<file path="src/rtl/rastk_pkg.sv">
package rastk_pkg;

  typedef enum logic [1:0] {
    OP_HOLD = 2'b00,
    OP_POP  = 2'b01,
    OP_PUSH = 2'b10,
    OP_SWAP = 2'b11
  } stk_op_e;

  // Combine the two strobes into one operation code.
  function automatic stk_op_e op_of(input logic push, input logic pop);
    return stk_op_e'({push, pop});
  endfunction

  // Pointer value after an operation, wrapping modulo depth both ways.
  function automatic int unsigned ptr_after(input int unsigned sp,
                                            input stk_op_e op,
                                            input int unsigned depth);
    case (op)
      OP_PUSH: return (sp + 1) % depth;
      OP_POP:  return (sp + depth - 1) % depth;
      default: return sp;
    endcase
  endfunction

  // Slot that holds the top entry for a given pointer.
  function automatic int unsigned top_of(input int unsigned sp,
                                         input int unsigned depth);
    return (sp + depth - 1) % depth;
  endfunction

endpackage

</file>
<file path="src/rtl/rastk_ptr.sv">
module rastk_ptr
  import rastk_pkg::*;
#(
  parameter int DEPTH = 8,
  localparam int PTR_W = $clog2(DEPTH)
) (
  input  logic             clk,
  input  logic             rst_n,
  input  stk_op_e          op,
  output logic [PTR_W-1:0] sp_q,
  output logic [PTR_W-1:0] top_idx
);

  logic [PTR_W-1:0] sp_d;

  always_comb begin
    sp_d    = PTR_W'(ptr_after(32'(sp_q), op, DEPTH));
    top_idx = PTR_W'(top_of(32'(sp_q), DEPTH));
  end

  always_ff @(posedge clk) begin
    if (!rst_n) sp_q <= '0;
    else        sp_q <= sp_d;
  end

endmodule

</file>
<file path="src/rtl/rastk_file.sv">
module rastk_file #(
  parameter int DEPTH  = 8,
  parameter int ADDR_W = 13,
  localparam int PTR_W = $clog2(DEPTH)
) (
  input  logic              clk,
  input  logic              we,
  input  logic [PTR_W-1:0]  waddr,
  input  logic [ADDR_W-1:0] wdata,
  input  logic [PTR_W-1:0]  raddr,
  output logic [ADDR_W-1:0] rdata
);

  logic [ADDR_W-1:0] slot_q [DEPTH];

  // Entries carry no reset: contents survive a pointer reset.
  for (genvar g = 0; g < DEPTH; g++) begin : g_slot
    always_ff @(posedge clk) begin
      if (we && waddr == PTR_W'(g)) slot_q[g] <= wdata;
    end
  end

  assign rdata = slot_q[raddr];

endmodule

</file>
<file path="src/rtl/ret_addr_stack.sv">
module ret_addr_stack
  import rastk_pkg::*;
#(
  parameter int DEPTH  = 8,   // power of two
  parameter int ADDR_W = 13,
  localparam int PTR_W = $clog2(DEPTH)
) (
  input  logic              clk,
  input  logic              rst_n,
  input  logic              push_i,
  input  logic [ADDR_W-1:0] push_addr_i,
  input  logic              pop_i,
  output logic [ADDR_W-1:0] tos_o
);

  stk_op_e          stk_op;
  logic [PTR_W-1:0] sp_q;
  logic [PTR_W-1:0] top_idx;
  logic [PTR_W-1:0] wr_idx;
  logic             wr_en;

  assign stk_op = op_of(push_i, pop_i);
  assign wr_en  = push_i;
  // A combined push and pop rewrites the top slot in place.
  assign wr_idx = (stk_op == OP_SWAP) ? top_idx : sp_q;

  rastk_ptr #(.DEPTH(DEPTH)) u_ptr (
    .clk     (clk),
    .rst_n   (rst_n),
    .op      (stk_op),
    .sp_q    (sp_q),
    .top_idx (top_idx)
  );

  rastk_file #(.DEPTH(DEPTH), .ADDR_W(ADDR_W)) u_file (
    .clk   (clk),
    .we    (wr_en),
    .waddr (wr_idx),
    .wdata (push_addr_i),
    .raddr (top_idx),
    .rdata (tos_o)
  );

endmodule

</file>
<file path="config.mk">
export PLATFORM = sky130hd
export DESIGN_NAME = ret_addr_stack
export DESIGN_NICKNAME = d
export VERILOG_FILES = /design/src/rtl/rastk_pkg.sv /design/src/rtl/rastk_ptr.sv /design/src/rtl/rastk_file.sv /design/src/rtl/ret_addr_stack.sv
export SDC_FILE = /design/constraint.sdc
export NUM_CORES = 1
export LEC_CHECK = 0
export ABC_CLOCK_PERIOD_IN_PS = 2600
export BUFFER_PORTS_ARGS = -buffer_cell sky130_fd_sc_hd__buf_2
export CAP_MARGIN = 20
export CELL_PAD_IN_SITES_DETAIL_PLACEMENT = 1
export CELL_PAD_IN_SITES_GLOBAL_PLACEMENT = 2
export CORE_MARGIN = 5
export CORE_UTILIZATION = 45
export CTS_BUF_LIST = sky130_fd_sc_hd__clkbuf_4 sky130_fd_sc_hd__clkbuf_8
export CTS_CLUSTER_SIZE = 16
export DETAILED_ROUTE_END_ITERATION = 6
export GPL_TIMING_DRIVEN = 0
export PLACE_DENSITY = 0.79
export SYNTH_ARGS = -nofsm -noshare
export SYNTH_HDL_FRONTEND = slang
export SYNTH_HIERARCHICAL = 1
export SYNTH_SLANG_ARGS = --single-unit
</file>
<file path="constraint.sdc">
create_clock -name clk -period 2.6 [get_ports clk]
set_input_delay 0 -clock clk [delete_from_list [all_inputs] [get_ports clk]]
set_output_delay 0 -clock clk [all_outputs]
set_load 0.05 [all_outputs]
</file>
**Yosys cells after proc, flatten, opt, wreduce, memory -nomap -nowiden**

Memory sizes are Yosys's and may differ from the RTL's.
Cells that the tools add are included.

- Memories kept: 1
- Output and inout bits: 13
- Register bits: 3
- RAM bits: 104
- Bits of input ports: 17

- Add/subtract/negate cells: 3
- Reduce and logical (&&, ||, !) cells: 17
- Mux-type cells: 39
- Equality and inequality tests: 10

Memory list:

| name | depth | bits a word | read ports | clocked after memory_dff | wr ports | RTL line | source |
|---|---|---|---|---|---|---|---|
| u_file.slot_q | 8 | 13 | 1 | 0 | 1 | rastk_file.sv:14 | `logic [ADDR_W-1:0] slot_q [DEPTH];` |

Operator list:

| kind | number |
|---|---|
| $mux W13 | 7 |
| $reduce_or A13 Y1 | 7 |
| $mux W3 | 8 |
| $mux W1 | 23 |
| $eq A3 B3 Y1 const B | 4 |
| $logic_and A1 B1 Y1 | 8 |
| $add A3 B1 Y3 const B | 2 |
| $eq A3 B2 Y1 const B | 2 |
| $pmux W3 S2 | 1 |
| $eq A2 B2 Y1 const B | 2 |
| $eq A3 B1 Y1 const B | 1 |
| $logic_not A3 Y1 | 1 |
| $sub A3 B1 Y3 const B | 1 |
| $eq A2 B1 Y1 const B | 1 |
| $reduce_bool A2 Y1 | 1 |

**Logic depth before layout (Yosys ltp)**

Gate-level depths: netlist of run 1.

- Depth in word-level cells: 15
- Gate-level depth with buffers: 7
- Gate-level depth less buffers: 6

**Hierarchy**

The synthesis of run 1 kept the hierarchy.

Modules (own cells, without submodules):

| module | cells an instance | area each (µm²) | instances |
|---|---|---|---|
| rastk_file | 163 | 4,055.1 | 1 |
| rastk_ptr | 21 | 188.9 | 1 |
| ret_addr_stack | 4 | 51.3 | 1 |

**Least setup slack after synthesis of run 1**

OpenSTA, ideal clock, no wires.

- Kind: reg2reg
- From: reg u_ptr.sp_q[0]
- To: mem u_file.slot_q[0][0] (enable)
- Setup time: 0.400 ns
- Arrival time: 2.228 ns
- Required time: 2.200 ns
- Stages on the path, launching flop included: 7
- Slack: -0.028 ns
- Cell sequence: dfxtp_1 -> inv_1 -> ha_1 -> inv_1 -> mux2_4 -> nand2b_1 -> nor3_1

- Cells in the longest elaborated chain, start to end: 15

Ends and longest elaborated chain:

| item | RTL line | source |
|---|---|---|
| start, declared | rastk_ptr.sv:10 | `output logic [PTR_W-1:0] sp_q,` |
| start signal, assigned | rastk_ptr.sv:23 | `else sp_q <= sp_d;` |
| $add A3 B1 Y3 (*) | rastk_pkg.sv:29 | `return (sp + depth - 1) % depth;` |
| $sub A3 B1 Y3 (*) | rastk_pkg.sv:29 |  |
| via top_idx[0] | ret_addr_stack.sv:18 | `logic [PTR_W-1:0] top_idx;` |
| $mux W3 (*) | ret_addr_stack.sv:25 | `assign wr_idx = (stk_op == OP_SWAP) ? top_idx : sp_q;` |
| $eq A3 B1 Y1 | rastk_file.sv:19 | `if (we && waddr == PTR_W'(g)) slot_q[g] <= wdata;` |
| $logic_and A1 B1 Y1 | rastk_file.sv:19 |  |
| $mux W1 | rastk_file.sv:19 |  |
| $mux W1 (implied by the code) | rastk_file.sv:19 |  |
| $reduce_or A13 Y1 (no source line) | -- |  |
| $mux W3 (no source line) or $mux W1 (tied branches) (7 in a row) | -- |  |
| end, declared | rastk_file.sv:14 |  |

Mark *: on every way through the listed nets, which the timed path passes. The rest lies on a longest branch.

**Worst setup path after layout of run 1**

- From: reg u_ptr.sp_q[0]
- To: mem u_file.slot_q[1][0] (enable)

Same word-level chain as after synthesis.

==> impl_metrics.ini, run 1 <==
[global_routing]
grt_pass1_wl_um = 13480
grt_use_total_pct = 16.29
antenna_found_initial = 0
grt_max_degree = 19
first_global_vias = 2246
grt_overflow = 0

[placement]
dp_cells = 353
dpl-instance-area_um2 = 4701
portBuffers = 29
gp_congestion = 0.6745
dp_hpwl_um = 5723

[power]
combPwrFrac_pct = 25.8
p_per_area_nw_per_um2 = 830.6
ir_drop_v = 0.0003666
p_leak_nw = 1.799
internal_power_mw = 2.975
power_mw = 4.248
pwr-share-clk_pct = 26.7
p_seq_share_pct = 47.6
switching_power_mw = 1.274
swShare_pct = 29.98

[clocking]
cts_tree = yes
insertion_delay_ps = 370
numCtsBuffers = 9
clk_pin_slew_ps = 100
cts.path.max_buffers = 2
cts-root-buf = clkbuf_8
htreeDepth = 3
clock_sinks = 107
cts_setup_buffers = 0

[cells_and_area]
finalNetCount = 269
layout-drive-gt1-share_pct = 33.86
final_cells = 383
antenna_cells = 0
area_growth_pct = 19.08
stdcell_area_um2 = 5115

[synthesis]
synth-async-reset-ratio_pct = 0
syn_avg_cell_area_um2 = 22.85
syn-cell-area_um2 = 4295
yosysTopAreaCell = edfxtp_1
synth_top_area_share_pct = 72.71
dominantRegCellSynth = edfxtp_1
ys_ff_latch = 107
synth_edf_count = 104
yosysWarnings = 6
seq_area_frac_synth_pct = 74.10
synth_nets = 208
syn_inst = 188
synth_most_common_cell = edfxtp_1
ys_top_cells_by_count = edfxtp_1, mux4_1, mux2_2
yosysUniqueCellTypes = 24
synth.area.top_cells = edfxtp_1, mux4_1, mux2_2

[critical_path]
critPathLaunchType = flop
crit_path_frequent_cell = inv_1
cp.required_ps = 2680
crit_chain = inv_1, ha_1, inv_1, mux2_4, nand2b_1, nor2_2, buf_6
end_kind = flop
cp_slowest_stage_delay_ps = 530
slowest_stage = nor2_2
worstSetupPathType = flop to flop
path_buf_inv = 3
worstPathMaxFanout = 8
crit_family = simple AND/OR/NAND/NOR gates
cp.arrival_ps = 2530

[detailed_routing]
vias_per_cell = 5.352
wl_per_cell_um = 22.63
drt-pass1-iter-count = 4
ant_nets = 0
routed_wl_um = 8668
drc_errors = 0
num_vias = 2050
drtIter0Drc = 68

[timing]
rsz0062_at_grt = no
layout_min_cycle_time_ps = 2449
finalCritPeriodShare_pct = 94.18
finalClockSkew_ps = 9.737
relSlewSlack_pct = 48.94
fmax_mhz = 408.4
hold_viol_final = 0
finalSetupViolCount = 0
holdWs_ps = 174.9
worst_slew_pin_slew_ps = 763.1
drv_slew = 0

[hold_path]
hp-class = primary input to flop

[floorplan]
ios = 30
start_util_pct = 46.27
die_w_um = 107.7
design.die.area_um2 = 11600
core_um2 = 9284
fp.dieH_um = 107.7
row_count = 35

[flow_run]
drv_cap = 0

[run_status]
status = complete, no violations
[final timing paths]
check / start / endpoint / slack, ps / cells past startpoint
setup / recovery: u_ptr/sp_q[0] / u_file/slot_q[1][0] / 150 / 7
hold / removal: pop_i / u_ptr/sp_q[2] / 170 / 4
setup reg to reg: u_ptr/sp_q[0] / u_file/slot_q[1][0] / 150 / 7
hold reg to reg: u_ptr/sp_q[2] / u_ptr/sp_q[2] / 560 / 2
[stage by stage]
step	worst slack [ps]	util (%)	setup TNS, ps
3_3_place_gp	-878.5	49.62	-36070
5_1_grt	13.19	55.09	0
4_1_cts	2.829	54.97	0
6_report	151.3	55.09	0
3_5_place_dp	-138.8	50.63	-1092
2_1_floorplan	107.8	-	0
[cell type report]
class | count | area, µm²
clock buffer | 10 | 131.4
timing repair buffer | 50 | 371.6
multi-input combinational | 70 | 1079
tap | 129 | 161.4
clock inverter | 6 | 97.59
buffer | 7 | 75.07
sequential | 107 | 3184
inverter | 4 | 15.01
fill | 855 | 4169
[cells by family (layout without fill, tap and decap cells)]
kind of cell,Yosys count,in the layout,share of synthesized area (%)
compound gates,3,3,0.4079
xor+xnor,3,3,0.6118
fa+ha+maj,3,3,0.8740
buf+inv,11,77,1.544
flops,107,107,74.10
mux,43,43,20.42
simple gates,18,18,2.039
[timing repair]
item | CTS | global route
hold buffers | 14 | 0
gates resized for setup | 11 | 3
endpoints found under the hold margin | 107 | 0
endpoints found under the setup margin | 32 | 49
[worst reg2reg max path: stages (launching register included)]
cell and delay, ps:
dfxtp_2 370, inv_1 80, ha_1 310, inv_1 110, mux2_4 290, nand2b_1 250, nor2_2 530, buf_6 220
[power groups by stage]
stage / clock network [mW] / registers [mW] / logic [mW]
6_report: 1.13 / 2.02 / 1.09
5_1_grt: 1.24 / 2.03 / 1.16
4_1_cts: 1.17 / 2.02 / 1.11
3_5_place_dp: 0 / 2.06 / 1.06
3_3_place_gp: 0 / 2.06 / 1.01
2_1_floorplan: 0 / 2.05 / 0.772
[sequential cells by signal, summed over array words and instances (netlist names)]
signal,cells
u_file/slot_q,104
u_ptr/sp_q,3
[layer usage]
metal,track usage [%],part of all wire (%),wire [µm],up-vias
li1,-,-,-,922
met1,21.71,45,3898,1083
met2,27.04,51,4414,32
met3,2.699,2.5,215,13
met4,5.951,1.6,140,0
met5,0,0,0,-
[cell usage in the layout (no fill, tap or decap), drive strengths merged]
cell type    Yosys  routed
edfxtp         104     104
buf              6      42
mux4            26      26
mux2            16      16
dlygate4sd3      0      14
clkbuf           1      11
nor2             6       6
inv              4       5
nand2            4       4
clkinv           0       3
nand2b           3       3
ha               3       3
dfxtp            3       3
bufinv           0       2
nor3             2       2
xnor2            2       2
and2             2       2
o21ai            2       2
xor2             1       1
mux2i            1       1
or3              1       1
a21boi           1       1
No activity file was read; power rests on OpenSTA's default activity.
==> inputs of run 2 (changes only) <==
--- a/config.mk
+++ b/config.mk
@@ -11,13 +11,12 @@
 export CELL_PAD_IN_SITES_DETAIL_PLACEMENT = 1
 export CELL_PAD_IN_SITES_GLOBAL_PLACEMENT = 2
 export CORE_MARGIN = 5
-export CORE_UTILIZATION = 45
+export CORE_UTILIZATION = 41
 export CTS_BUF_LIST = sky130_fd_sc_hd__clkbuf_4 sky130_fd_sc_hd__clkbuf_8
 export CTS_CLUSTER_SIZE = 16
 export DETAILED_ROUTE_END_ITERATION = 6
 export GPL_TIMING_DRIVEN = 0
-export PLACE_DENSITY = 0.79
+export PLACE_DENSITY = 0.78
 export SYNTH_ARGS = -nofsm -noshare
 export SYNTH_HDL_FRONTEND = slang
-export SYNTH_HIERARCHICAL = 1
 export SYNTH_SLANG_ARGS = --single-unit
==> impl_metrics.ini, run 2 <==
[cells_and_area]
final_common_cell = edfxtp_1
reg_top3 = u_file.slot_q (104), u_ptr.sp_q (3)
finalNetCount = 371
fillers = 1069
antenna_cells = 0
regMostFlops = u_file.slot_q
layout-drive-gt1-share_pct = 24.58
mostFrequentLayoutCells = edfxtp_1, mux2i_1, nand3_1
area_growth_pct = 19.48
largest_reg_flops = 104

[critical_path]
rrSetupSlack_ps = 150
worstPathMaxFanout = 10
r2r.worst_path.cells = 8
cp.required_ps = 2690
end_kind = flop
critPathLaunchType = flop
r2r-start = u_ptr.sp_q[0]
r2r-end = u_file.slot_q[3][9]
worstSetupPathType = flop to flop
cp.arrival_ps = 2540

[detailed_routing]
drt-pass1-iter-count = 4
routed_wl_um = 10800
ant_nets = 0
drc_errors = 0
vias_per_cell = 5.421
drtIter0Drc = 136
wl_per_cell_um = 21.87
num_vias = 2678

[synthesis]
synth_top_family_by_area = multiplexers
yosysUniqueCellTypes = 28
syn_avg_cell_area_um2 = 15.68
synth-async-reset-ratio_pct = 0
synth_top_area_share_pct = 69.16
synth_compound_area_share_pct = 1.164
yosysTopAreaCell = edfxtp_1
ys_ff_latch = 107
synth_most_common_cell = edfxtp_1
seq_area_frac_synth_pct = 70.49
synth_xor_area_share_pct = 1.302
yosysWarnings = 0
synthMuxAreaShare_pct = 11.75
synth.area.top_cells = edfxtp_1, mux2i_1, nand3_1
dominantRegCellSynth = edfxtp_1
synth_fa_ha_area_share_pct = 1.385
syn_inst = 288
synth_edf_count = 104
ys_top_cells_by_count = edfxtp_1, mux2i_1, nand3_1
synth_nets = 310
yosys.area_share.simple_pct = 11.25
syn-cell-area_um2 = 4516

[timing]
holdWs_ps = 162.7
relSlewSlack_pct = 59.30
drv_slew = 0
finalSetupViolCount = 0
hold_viol_final = 0
layout_min_cycle_time_ps = 2451
worst_slew_pin_slew_ps = 610.5
finalClockSkew_ps = 7.537
finalCritPeriodShare_pct = 94.27
fmax_mhz = 408.0
rsz0062_at_grt = no

[global_routing]
met3_usage_pct = 3.684
grt_use_total_pct = 17.39
gr-usage-met2_pct = 27.74
grt_pass1_wl_um = 16650
grt_busiest_layer = met2
grt_overflow = 0
first_global_vias = 2803
grt_max_degree = 19
use_met1_pct = 24.07
antenna_found_initial = 0

[power]
p_per_area_nw_per_um2 = 847.8
p_leak_nw = 1.826
ir_drop_v = 0.0004252
power_mw = 4.574

[hold_path]
whs_endpoint = u_ptr.sp_q[2]
holdPathStages = 4
worstHoldStart = pop_i
hp-class = primary input to flop

[floorplan]
ios = 30
core_um2 = 10840
die_w_um = 114.9
row_count = 38
design.die.area_um2 = 13210
fp.dieH_um = 114.9
start_util_pct = 41.66

[clocking]
numCtsBuffers = 9
cts-root-buf = clkbuf_8
clock_sinks = 107
htreeDepth = 3
cts.path.max_buffers = 2
insertion_delay_ps = 370
clk_pin_slew_ps = 100
cts_tree = yes

[placement]
dp_hpwl_um = 6778
portBuffers = 29
gp_congestion = 0.7300

[run_status]
status = complete, no violations

[flow_run]
drv_cap = 0
-- run 2: per-stage QoR --
step | setup TNS (ps) | setup slack (ps) | util (%) | instances | instance area (µm²)
finish | 0 | 149.0 | 49.77 | 494 | 5395
global route | 0 | 50.79 | 49.77 | 494 | 5395
CTS | 0 | 16.96 | 49.73 | 494 | 5391
detailed placement | -64290 | -733.9 | 45.16 | 461 | 4896
global placement | -108790 | -1112 | 44.61 | 457 | 4836
floorplan | 0 | 52.28 | - | 288 | 4516
-- run 2: worst max-delay path by stage --
stage | startpoint | cells past startpoint | slack [ps] | end
global route | u_ptr.sp_q[0] | 9 | 50 | tos_o[11]
detailed placement | u_ptr.sp_q[0] | 8 | -730 | u_file.slot_q[6][11]
finish | u_ptr.sp_q[0] | 8 | 150 | u_file.slot_q[3][9]
global placement | u_ptr.sp_q[0] | 8 | -1110 | u_file.slot_q[6][11]
floorplan | u_ptr.sp_q[0] | 8 | 50 | u_file.slot_q[6][0]
CTS | u_ptr.sp_q[0] | 9 | 20 | tos_o[11]
-- run 2: logic make-up (layout without fill, tap and decap cells) --
group / after synthesis / in the layout
adder cells (fa/ha/maj): 5 / 5
AO/OA/AOI/OAI: 7 / 7
flip-flops: 107 / 107
AND/OR/NAND/NOR: 89 / 89
multiplexers: 53 / 53
buffers and inverters: 22 / 88
XOR/XNOR: 5 / 5
-- run 2: area by class of cell --
type                    instances  area [µm²]  share of cell area, %
inverters                       4       15.01                 0.2783
repair buffers                 51       360.3                  6.679
clock buffers                   9       123.9                  2.296
plain buffers                  17       141.4                  2.621
multi-input cells             159        1318                  24.42
flip-flops and latches        107        3184                  59.02
clock inverters                 7       77.57                  1.438
well taps                     140       175.2                  3.247
-- run 2: power breakdown --
group	internal [mW]	switching, mW
sequential	1.99	0.0283
clock	0.452	0.584
combinational	0.509	1.01
total	2.95	1.62
-- run 2: per-layer routing --
| metal | wire, µm | vias to the layer above |
|---|---|---|
| li1 | - | 1234 |
| met1 | 4994 | 1376 |
| met2 | 5202 | 61 |
| met3 | 518 | 7 |
| met4 | 88 | 0 |
| met5 | 0 | - |
-- run 2: critical path: stages, from the launching register on --
cell	delay, ps
dfxtp_2	360
inv_2	170
buf_6	210
ha_4	240
buf_6	150
nor2b_1	220
a221oi_2	150
nor2_2	430
buf_6	230
-- run 2: what timing repair did --
item                                   in CTS  in global routing
pin swaps                                   1                  0
hold buffers                               14                  0
endpoints found under the hold margin     107                  0
setup endpoints to repair                 117                 19
resized for setup                          29                  2
buffers inserted                            4                  0
